==> config.mk <==
export PLATFORM = sky130hd
export DESIGN_NAME = trace_logger
export DESIGN_NICKNAME = d
export VERILOG_FILES = /design/src/rtl/trace_log_pkg.sv /design/src/rtl/trace_baud_gen.sv /design/src/rtl/trace_uart_tx.sv /design/src/rtl/trace_formatter.sv /design/src/rtl/trace_logger.sv
export SDC_FILE = /design/constraint.sdc
export NUM_CORES = 1
export LEC_CHECK = 0
export ABC_CLOCK_PERIOD_IN_PS = 2400
export BUFFER_PORTS_ARGS = -buffer_cell sky130_fd_sc_hd__buf_2
export CAP_MARGIN = 20
export CORE_ASPECT_RATIO = 0.6
export CORE_MARGIN = 2
export CORE_UTILIZATION = 42
export CTS_CLUSTER_SIZE = 8
export DETAILED_ROUTE_END_ITERATION = 10
export RECOVER_POWER = 25
export SKIP_CTS_REPAIR_TIMING = 1
export SLEW_MARGIN = 20
export SYNTH_ARGS = -nofsm -noshare
export SYNTH_HDL_FRONTEND = slang
export SYNTH_SLANG_ARGS = --single-unit
==> constraint.sdc <==
create_clock -name clk -period 2.4 [get_ports clk]
set_input_delay 0.36 -clock clk [delete_from_list [all_inputs] [get_ports clk]]
set_output_delay 0.36 -clock clk [all_outputs]
set_load 0.1 [all_outputs]
==> src/rtl/trace_log_pkg.sv <==
package trace_log_pkg;

    typedef enum logic [1:0] {
        EV_CMD    = 2'd0,
        EV_ACMD   = 2'd1,
        EV_STATUS = 2'd2,
        EV_UNEXP  = 2'd3
    } ev_kind_e;

    typedef enum logic [3:0] {
        F_DASH,
        F_IDLE,
        F_LEAD,
        F_TENS,
        F_ONES,
        F_HEX,
        F_CR,
        F_LF,
        F_DRAIN
    } fmt_state_e;

    typedef enum logic [1:0] {
        TX_IDLE,
        TX_START,
        TX_DATA,
        TX_STOP
    } tx_state_e;

    localparam logic [7:0] CH_DASH = 8'h2D;
    localparam logic [7:0] CH_CR   = 8'h0D;
    localparam logic [7:0] CH_LF   = 8'h0A;
    localparam logic [7:0] CH_C    = 8'h43;
    localparam logic [7:0] CH_A    = 8'h41;
    localparam logic [7:0] CH_S    = 8'h53;
    localparam logic [7:0] CH_E    = 8'h45;
    localparam logic [7:0] CH_X    = 8'h58;
    localparam logic [7:0] CH_ZERO = 8'h30;

    function automatic logic [7:0] hex_char(input logic [3:0] nib);
        if (nib < 4'd10)
            return CH_ZERO + {4'h0, nib};
        else
            return 8'h37 + {4'h0, nib};
    endfunction

    function automatic logic [7:0] dec_char(input logic [3:0] digit);
        return CH_ZERO + {4'h0, digit};
    endfunction

endpackage

==> src/rtl/trace_baud_gen.sv <==
module trace_baud_gen #(
    parameter int BIT_CYCLES = 434
) (
    input  logic clk,
    input  logic rst_n,
    input  logic run,
    output logic tick
);
    localparam int CNT_W = (BIT_CYCLES > 1) ? $clog2(BIT_CYCLES) : 1;
    localparam logic [CNT_W-1:0] LAST = CNT_W'(BIT_CYCLES - 1);

    logic [CNT_W-1:0] cnt_q;

    assign tick = run && (cnt_q == LAST);

    always_ff @(posedge clk or negedge rst_n) begin
        if (!rst_n)
            cnt_q <= '0;
        else if (!run || tick)
            cnt_q <= '0;
        else
            cnt_q <= cnt_q + CNT_W'(1);
    end

endmodule

==> src/rtl/trace_uart_tx.sv <==
module trace_uart_tx
    import trace_log_pkg::*;
#(
    parameter int BIT_CYCLES = 434
) (
    input  logic       clk,
    input  logic       rst_n,
    input  logic       load,
    input  logic [7:0] data,
    output logic       free,
    output logic       txd
);
    tx_state_e  state_q, state_d;
    logic [7:0] shreg_q;
    logic [2:0] bit_q;
    logic       tick;

    trace_baud_gen #(.BIT_CYCLES(BIT_CYCLES)) u_baud (
        .clk   (clk),
        .rst_n (rst_n),
        .run   (state_q != TX_IDLE),
        .tick  (tick)
    );

    always_comb begin
        state_d = state_q;
        unique case (state_q)
            TX_IDLE:  if (load) state_d = TX_START;
            TX_START: if (tick) state_d = TX_DATA;
            TX_DATA:  if (tick && bit_q == 3'd7) state_d = TX_STOP;
            TX_STOP:  if (tick) state_d = TX_IDLE;
            default:  state_d = TX_IDLE;
        endcase
    end

    always_ff @(posedge clk or negedge rst_n) begin
        if (!rst_n)
            state_q <= TX_IDLE;
        else
            state_q <= state_d;
    end

    always_ff @(posedge clk or negedge rst_n) begin
        if (!rst_n) begin
            shreg_q <= 8'hFF;
            bit_q   <= 3'd0;
        end else if (state_q == TX_IDLE && load) begin
            shreg_q <= data;
            bit_q   <= 3'd0;
        end else if (state_q == TX_DATA && tick) begin
            shreg_q <= {1'b1, shreg_q[7:1]};
            bit_q   <= bit_q + 3'd1;
        end
    end

    always_comb begin
        free = (state_q == TX_IDLE);
        unique case (state_q)
            TX_START: txd = 1'b0;
            TX_DATA:  txd = shreg_q[0];
            default:  txd = 1'b1;
        endcase
    end

    AST_BUSY_FROM_LOAD: assert property (@(posedge clk) disable iff (!rst_n)
        $fell(free) |-> $past(load));
    AST_START_BIT_LOW: assert property (@(posedge clk) disable iff (!rst_n)
        $fell(free) |-> !txd);

endmodule

==> src/rtl/trace_formatter.sv <==
module trace_formatter
    import trace_log_pkg::*;
#(
    parameter int RESP_BYTES = 4
) (
    input  logic                    clk,
    input  logic                    rst_n,
    input  logic                    ev_valid,
    input  logic [1:0]              ev_kind,
    input  logic [7:0]              ev_num,
    input  logic [8*RESP_BYTES-1:0] ev_resp,
    input  logic                    tx_free,
    output logic                    ev_ready,
    output logic                    ch_valid,
    output logic [7:0]              ch_data
);
    localparam int RESP_W = 8 * RESP_BYTES;
    localparam int NIBS   = 2 * RESP_BYTES;
    localparam int NIB_W  = (NIBS > 1) ? $clog2(NIBS) : 1;
    localparam logic [NIB_W-1:0] NIB_LAST = NIB_W'(NIBS - 1);

    fmt_state_e        state_q, state_d;
    ev_kind_e          kind_q;
    logic [3:0]        tens_q, ones_q;
    logic              err_q;
    logic [RESP_W-1:0] resp_q;
    logic [NIB_W-1:0]  nib_q;

    logic [7:0] num_mod;
    logic [3:0] tens_d, ones_d;
    logic       take;

    always_comb begin
        num_mod = ev_num % 8'd100;
        tens_d  = 4'(num_mod / 8'd10);
        ones_d  = 4'(num_mod % 8'd10);
    end

    assign take = (state_q == F_IDLE) && ev_valid;

    always_comb begin
        state_d = state_q;
        unique case (state_q)
            F_DASH:  if (tx_free) state_d = F_CR;
            F_IDLE:  if (ev_valid) state_d = F_LEAD;
            F_LEAD: begin
                if (tx_free) begin
                    unique case (kind_q)
                        EV_CMD, EV_ACMD: state_d = F_TENS;
                        EV_STATUS:       state_d = F_CR;
                        EV_UNEXP:        state_d = F_HEX;
                        default:         state_d = F_CR;
                    endcase
                end
            end
            F_TENS:  if (tx_free) state_d = F_ONES;
            F_ONES:  if (tx_free) state_d = F_CR;
            F_HEX:   if (tx_free && nib_q == NIB_LAST) state_d = F_CR;
            F_CR:    if (tx_free) state_d = F_LF;
            F_LF:    if (tx_free) state_d = F_DRAIN;
            F_DRAIN: if (tx_free) state_d = F_IDLE;
            default: state_d = F_IDLE;
        endcase
    end

    always_ff @(posedge clk or negedge rst_n) begin
        if (!rst_n)
            state_q <= F_DASH;
        else
            state_q <= state_d;
    end

    always_ff @(posedge clk or negedge rst_n) begin
        if (!rst_n) begin
            kind_q <= EV_CMD;
            tens_q <= 4'd0;
            ones_q <= 4'd0;
            err_q  <= 1'b0;
            resp_q <= '0;
            nib_q  <= '0;
        end else if (take) begin
            kind_q <= ev_kind_e'(ev_kind);
            tens_q <= tens_d;
            ones_q <= ones_d;
            err_q  <= ev_num[0];
            resp_q <= ev_resp;
            nib_q  <= '0;
        end else if (state_q == F_HEX && tx_free) begin
            resp_q <= resp_q << 4;
            nib_q  <= nib_q + NIB_W'(1);
        end
    end

    always_comb begin
        ev_ready = (state_q == F_IDLE);
        ch_valid = 1'b1;
        ch_data  = CH_CR;
        unique case (state_q)
            F_DASH: ch_data = CH_DASH;
            F_LEAD: begin
                unique case (kind_q)
                    EV_CMD:    ch_data = CH_C;
                    EV_ACMD:   ch_data = CH_A;
                    EV_STATUS: ch_data = err_q ? CH_E : CH_S;
                    EV_UNEXP:  ch_data = CH_X;
                    default:   ch_data = CH_X;
                endcase
            end
            F_TENS: ch_data = dec_char(tens_q);
            F_ONES: ch_data = dec_char(ones_q);
            F_HEX:  ch_data = hex_char(resp_q[RESP_W-1 -: 4]);
            F_CR:   ch_data = CH_CR;
            F_LF:   ch_data = CH_LF;
            default: ch_valid = 1'b0;
        endcase
    end

    AST_READY_LINE_QUIET: assert property (@(posedge clk) disable iff (!rst_n)
        ev_ready |-> tx_free);
    AST_ACCEPT_DROPS_READY: assert property (@(posedge clk) disable iff (!rst_n)
        (ev_valid && ev_ready) |=> !ev_ready);
    AST_CHAR_ALPHABET: assert property (@(posedge clk) disable iff (!rst_n)
        ch_valid |-> (ch_data == CH_CR || ch_data == CH_LF || ch_data == CH_DASH ||
                      (ch_data >= 8'h30 && ch_data <= 8'h39) ||
                      (ch_data >= 8'h41 && ch_data <= 8'h5A)));

endmodule

==> src/rtl/trace_logger.sv <==
module trace_logger
    import trace_log_pkg::*;
#(
    parameter int CLK_HZ     = 100_000_000,
    parameter int BAUD       = 230_400,
    parameter int RESP_BYTES = 4
) (
    input  logic                    clk,
    input  logic                    rst_n,
    input  logic                    ev_valid,
    output logic                    ev_ready,
    input  logic [1:0]              ev_kind,
    input  logic [7:0]              ev_num,
    input  logic [8*RESP_BYTES-1:0] ev_resp,
    output logic                    uart_txd
);
    localparam int BIT_CYCLES = CLK_HZ / BAUD;

    logic       tx_free;
    logic       ch_valid;
    logic [7:0] ch_data;

    trace_formatter #(.RESP_BYTES(RESP_BYTES)) u_fmt (
        .clk      (clk),
        .rst_n    (rst_n),
        .ev_valid (ev_valid),
        .ev_kind  (ev_kind),
        .ev_num   (ev_num),
        .ev_resp  (ev_resp),
        .tx_free  (tx_free),
        .ev_ready (ev_ready),
        .ch_valid (ch_valid),
        .ch_data  (ch_data)
    );

    trace_uart_tx #(.BIT_CYCLES(BIT_CYCLES)) u_tx (
        .clk   (clk),
        .rst_n (rst_n),
        .load  (ch_valid && tx_free),
        .data  (ch_data),
        .free  (tx_free),
        .txd   (uart_txd)
    );

endmodule

## After elaboration in Yosys (flattened, before gate mapping)

Cells that the tools add are included.

| operators by class | value |
|---|---|
| add/sub/neg operators | 7 |
| multipliers | 0 |
| divide/modulo/power cells | 3 |
| magnitude comparators | 1 |
| equality and inequality tests | 29 |
| shift-type cells | 0 |
| muxes and demuxes | 30 |
| bitwise gates (word level) | 0 |
| reduce and logical (&&, ||, !) cells | 21 |

Operators with widths:

| cell | number |
|---|---|
| two-way mux 32 bit | 2 |
| one-hot mux 8 bit (6 select lines) | 1 |
| two-way mux 4 bit | 8 |
| one-hot mux 4 bit (8 select lines) | 1 |
| one-hot mux 8 bit (4 select lines) | 1 |
| adder 6 x 4 -> 7 bit (first input constant) | 4 |
| two-way mux 8 bit | 3 |
| == test 4 x 3 -> 1 bit (second input constant) | 4 |
| two-way mux 3 bit | 4 |
| inequality test 2 x 1 -> 1 bit (second input constant) | 6 |
| inequality test 2 bit (second input constant) | 6 |
| one-hot mux 4 bit (3 select lines) | 1 |
| adder 9 x 1 -> 9 bit (second input constant) | 1 |
| == test 9 bit (second input constant) | 1 |
| two-way mux 9 bit | 1 |
| divider 8 x 4 -> 8 bit (second input constant) | 1 |
| == test 2 bit (second input constant) | 4 |
| == test 4 x 2 -> 1 bit (second input constant) | 2 |
| logical AND 1 bit | 8 |
| remainder unit 8 x 4 -> 8 bit (second input constant) | 1 |
| remainder unit 8 x 7 -> 8 bit (second input constant) | 1 |
| two-way mux 2 bit | 4 |
| one-hot mux 2 bit (4 select lines) | 1 |
| AND reduction 8 bit | 1 |
| other kinds (17) | 24 |

| storage, ports and cells | value |
|---|---|
| register bits after elaboration | 72 |
| latch bits | 0 |
| memory bits (writable) | 0 |
| ROM bits | 0 |
| input bits | 45 |
| output and inout port bits | 2 |
| word-level logic and storage cells | 102 |
| memories | 0 |

## Longest topological paths before layout

| logic depth | value |
|---|---|
| word-level depth | 6 |
| gate-level depth with buffers | 10 |

## Cells and area by module

From an unflattened synthesis, not the netlist that was laid out.

| unflattened totals | value |
|---|---|
| cells, all modules | 589 |
| area total of the unflattened synthesis | 4837.1 um2 |

Modules (own cells, without submodules):

| module | times used | cells an instance | area an instance (um2) |
|---|---|---|---|
| trace_formatter | 1 | 471 | 3606.0 |
| trace_uart_tx | 1 | 69 | 738.2 |
| trace_baud_gen | 1 | 48 | 486.7 |
| trace_logger | 1 | 1 | 6.3 |

## Worst setup path after synthesis

Ideal clock, no wire load.

| timing path | value |
|---|---|
| path kind | register -> register |
| start point | reg u_fmt.state_q[0] |
| end point | reg u_fmt.ones_q[1] |
| library setup time | 0.130 ns |
| arrival time | 3.665 ns |
| slack | -1.395 ns |
| stages on the path, launching flop included | 7 |
| buffers on the path | 1 |
| period minus slack after synthesis | 3.795 ns |
| cells stage by stage | dfrtp_1 clkbuf_1 nand2b_1 nor3_1 nand2_1 nor4_1 nor3_1 |

| between the ends | value |
|---|---|
| word-level cells in the longest chain between the ends | 2 |

Ends and longest elaborated chain:

| item | line | source |
|---|---|---|
| start, declared | trace_formatter.sv:22 | `fmt_state_e state_q, state_d;` |
| start signal, assigned | trace_formatter.sv:70 | `state_q <= state_d;` |
| == test 4 x 1 -> 1 bit | -- |  |
| via ev_ready | trace_logger.sv:11 | `output logic ev_ready,` |
| logical AND 1 bit | trace_formatter.sv:39 | `assign take = (state_q == F_IDLE) && ev_valid;` |
| end signal, assigned | trace_formatter.sv:84 | `ones_q <= ones_d;` |
| end, declared | trace_formatter.sv:24 | `logic [3:0] tens_q, ones_q;` |

The timed path passes the listed nets, and every way through them passes these cells.
A chain may end at the register's enable or synchronous reset.

## Worst setup path in the final report

| timing path | value |
|---|---|
| start point | reg u_tx.u_baud.cnt_q[6] |
| end point | reg u_tx.state_q[1] |

| between the ends | value |
|---|---|
| word-level cells in the longest chain between the ends | 5 |
| elaborated cells between the ends (all ways) | 7 |

Ends and longest elaborated chain:

| item | line | source |
|---|---|---|
| start, declared | trace_baud_gen.sv:12 | `logic [CNT_W-1:0] cnt_q;` |
| start signal, assigned | trace_baud_gen.sv:22 | `cnt_q <= cnt_q + CNT_W'(1);` |
| == test 9 bit * | trace_baud_gen.sv:14 | `assign tick = run && (cnt_q == LAST);` |
| logical AND 1 bit * | trace_baud_gen.sv:14 |  |
| logical AND 1 bit | trace_uart_tx.sv:30 | `TX_DATA: if (tick && bit_q == 3'd7) state_d = TX_STOP;` |
| inequality test 2 x 1 -> 1 bit (no source line) | -- |  |
| AND reduction 4 bit (no source line) * | -- |  |
| end signal, assigned | trace_uart_tx.sv:40 | `state_q <= state_d;` |
| end, declared | trace_uart_tx.sv:13 | `tx_state_e state_q, state_d;` |

Mark *: on every way between the ends. The rest lies on a longest branch, timed or not.

==> flow_metrics.py <==
metrics = {
    "run_status": {
        "status": "complete, but fails checks",
        "violations": "capacitance limit, slew limit",
    },
    "min_path": {
        "worstHoldPathType": "in2reg",
    },
    "sta": {
        "relSlewSlack_pct": -19.2,
        "hold_viol_final": 0,
        "rsz0062_at_grt": "false",
        "fmax_ghz": 0.448,
        "clock-skew-final_ns": 0.00466,
        "setup_slack_ns": 0.170,
        "fin_tns_setup_ns": 0,
        "slew_viol_final": 72,
        "tightest_slew_ns": 1.79,
        "finalSetupViolations": 0,
        "post-route-period-util_pct": 92.9,
        "post-route-min-period_ns": 2.23,
        "hold_slack_ns": 0.223,
    },
    "yosys": {
        "yosys_warnings": 0,
        "netlist_area_um2": 4330,
        "ys.flop_type": "dfrtp_1",
        "synth_area_per_cell_um2": 8.44,
        "ys_seq_elements": 71,
        "async_flop_share_pct": 100,
        "seq_area_frac_synth_pct": 41.2,
        "yosysUniqueCellTypes": 58,
        "synth_fp_nets": 569,
        "synth-edff-count": 0,
        "syn_inst": 513,
    },
    "finish": {
        "layout.nets": 606,
        "area_delta_synth_final_pct": 16.4,
        "fillers": 962,
        "regArea_um2": 1790,
        "multi_input_area_um2": 2360,
        "layout_common_cells": "nand2_1, dfrtp_1, o21ai_0",
        "fin_area_um2": 5040,
        "diodes": 0,
        "final_util_pct": 50.7,
        "final_layout_size_suffix_gt1_share_pct": 17.7,
        "instances_no_fill": 690,
        "layout_commonest_cell": "nand2_1",
    },
    "clock_tree": {
        "clkTransAtPathRegs_ns": 0.06,
        "cts_sinks": 71,
        "cts_tree": "built",
        "cts_made_buffers": 9,
        "htreeDepth": 3,
        "root_buffer": "clkbuf_16",
        "cts_buffer_depth": 2,
        "clk_latency_ns": 0.34,
    },
    "grt": {
        "grt.overflow.total": 0,
        "grt_pass1_vias": 3382,
        "grt_util_all_layers_pct": 19.7,
        "antenna_found_initial": 0,
        "grt_first_pass_wirelength_um": 17300,
        "grt_max_degree": 72,
    },
    "job": {
        "maxCapViolations": 1,
    },
    "detailed_routing": {
        "drt_wl_total_um": 10400,
        "drt_iter0_drc": 363,
        "avgViaCountPerCell": 5.50,
        "drtPass1Iterations": 5,
        "drc_errors": 0,
        "wl_per_cell_um": 15.0,
        "vias": 3795,
        "ant_nets": 0,
    },
    "placed_design": {
        "gp_congestion": 0.920,
        "place_inst": 674,
        "hpwlAfterDp_um": 7470,
        "place_ws_ns": 0.0368,
        "placed_area_um2": 4750,
        "numPortBuffers": 46,
    },
    "worst_setup_path": {
        "worst_ep_arrival_time_ns": 2.45,
        "cpLargestDelayFamily": "simple AND/OR/NAND/NOR gates",
        "cpPeakStageDelay_ns": 0.56,
        "critPathCaptureType": "flop",
        "critPathMaxFanout": 4,
        "cp-start-kind": "flop",
        "slowest_stage": "or4b_1",
        "critPathKind": "reg2reg",
        "crit_required_ns": 2.62,
        "path_cells": "or4b_1, nor3_2, nor2_1, o22ai_1, a21boi_1, mux2_1",
        "path_buf_inv": 0,
    },
    "pwr": {
        "total_power_mw": 2.76,
        "p_leak_nw": 2.29,
        "ir_drop_mv": 0.356,
        "power_density_nw_per_um2": 547,
    },
    "floorplanning": {
        "io_pins": 47,
        "fp.coreArea_um2": 9950,
        "die_w_um": 135,
        "fp.dieH_um": 82.7,
        "fp-row-count": 28,
        "initial_core_util_pct": 43.5,
        "die-area_um2": 11200,
    },
}
==> cell type report <==
cell class	count	area share [%]
repair buffers	62	7.15
flip-flops and latches	71	35.4
multi-input cells	391	46.9
well taps	135	3.35
clock inverters	7	1.59
inverters	15	1.12
clock buffers	9	4.47
==> path summary, 6_finish.rpt <==
path / slack, ns / depth (start not counted) / start / endpoint
min reg2reg: 0.47 / 2 / u_tx.shreg_q[7] / u_tx.shreg_q[7]
max reg2reg: 0.17 / 6 / u_tx.u_baud.cnt_q[6] / u_tx.state_q[1]
min: 0.22 / 3 / ev_kind[1] / u_fmt.kind_q[1]
max in group asynchronous: 0.74 / 2 / rst_n / u_fmt.kind_q[1]
min in group asynchronous: 0.56 / 2 / rst_n / u_fmt.state_q[2]
max: 0.17 / 6 / u_tx.u_baud.cnt_q[6] / u_tx.state_q[1]
==> cell usage after synthesis (2+ instances only) <==
library cell	number	share of area, %
a21o_1	2	0.35
and3_1	4	0.58
nor2b_1	10	1.4
a211oi_1	5	0.87
nand2_1	86	7.5
a21oi_1	32	3.7
buf_1	5	0.43
a21boi_0	2	0.35
xnor2_1	5	1.0
o21a_1	2	0.35
o211a_1	2	0.46
o21ai_1	11	1.3
nand4_1	2	0.29
nor3_1	10	1.2
dfstp_2	8	4.9
and3b_1	3	0.61
a32oi_1	5	1.0
nor2_1	40	3.5
a31oi_1	5	0.72
nor4_1	2	0.29
a22o_1	5	1.0
nor3b_1	3	0.52
mux2i_1	30	6.9
nand3_1	13	1.5
o211ai_1	4	0.69
o32ai_1	3	0.61
buf_2	9	1.0
dfrtp_1	63	36
a221oi_1	2	0.40
o22ai_1	3	0.43
ha_1	11	3.2
and2_1	2	0.29
or2_2	3	0.43
o21ai_0	51	5.9
clkbuf_1	22	1.9
xor2_1	6	1.2
inv_1	15	1.3
nand2b_1	7	1.0
==> power by group <==
group	leakage (nW)	internal (mW)	switching [mW]	total (mW)
sequential	0.771	1.20	0	1.20
clock	0.143	0.815	0.537	1.35
combinational	1.38	0.0799	0.130	0.210
total	2.29	2.09	0.667	2.76
==> flip-flops by register name (all words and copies together), names as in the netlist <==
register and count:
u_tx.u_baud.cnt_q 9, u_fmt.state_q 4, u_tx.state_q 2, u_tx.bit_q 3
u_fmt.kind_q 2, u_fmt.resp_q 32, u_fmt.nib_q 3, u_fmt.ones_q 4
u_tx.shreg_q 8, u_fmt.tens_q 4
==> worst min-delay path, cell delays in order <==
cell and delay [ns]:
buf_2 0.07, nand2_1 0.04, nand2_1 0.05
==> per-layer routing <==
metal	track usage (%)	vias to the layer above	routed length (µm)
met5	0	-	0
met4	4.48	0	51
met3	4.52	8	661
met2	25.7	122	3980
met1	31.9	1778	5690
li1	-	1887	-
==> cell families (layout without fill, tap and decap cells) <==
family,count (synthesis),in the layout,share of synthesized area [%]
flops,71,71,41.2
compound gates,147,147,21.3
mux,31,31,7.19
fa+ha+maj,11,11,3.18
buf+inv,51,93,4.68
xor+xnor,11,11,2.22
simple gates,191,191,20.2
No activity file was read; power rests on OpenSTA's default activity.
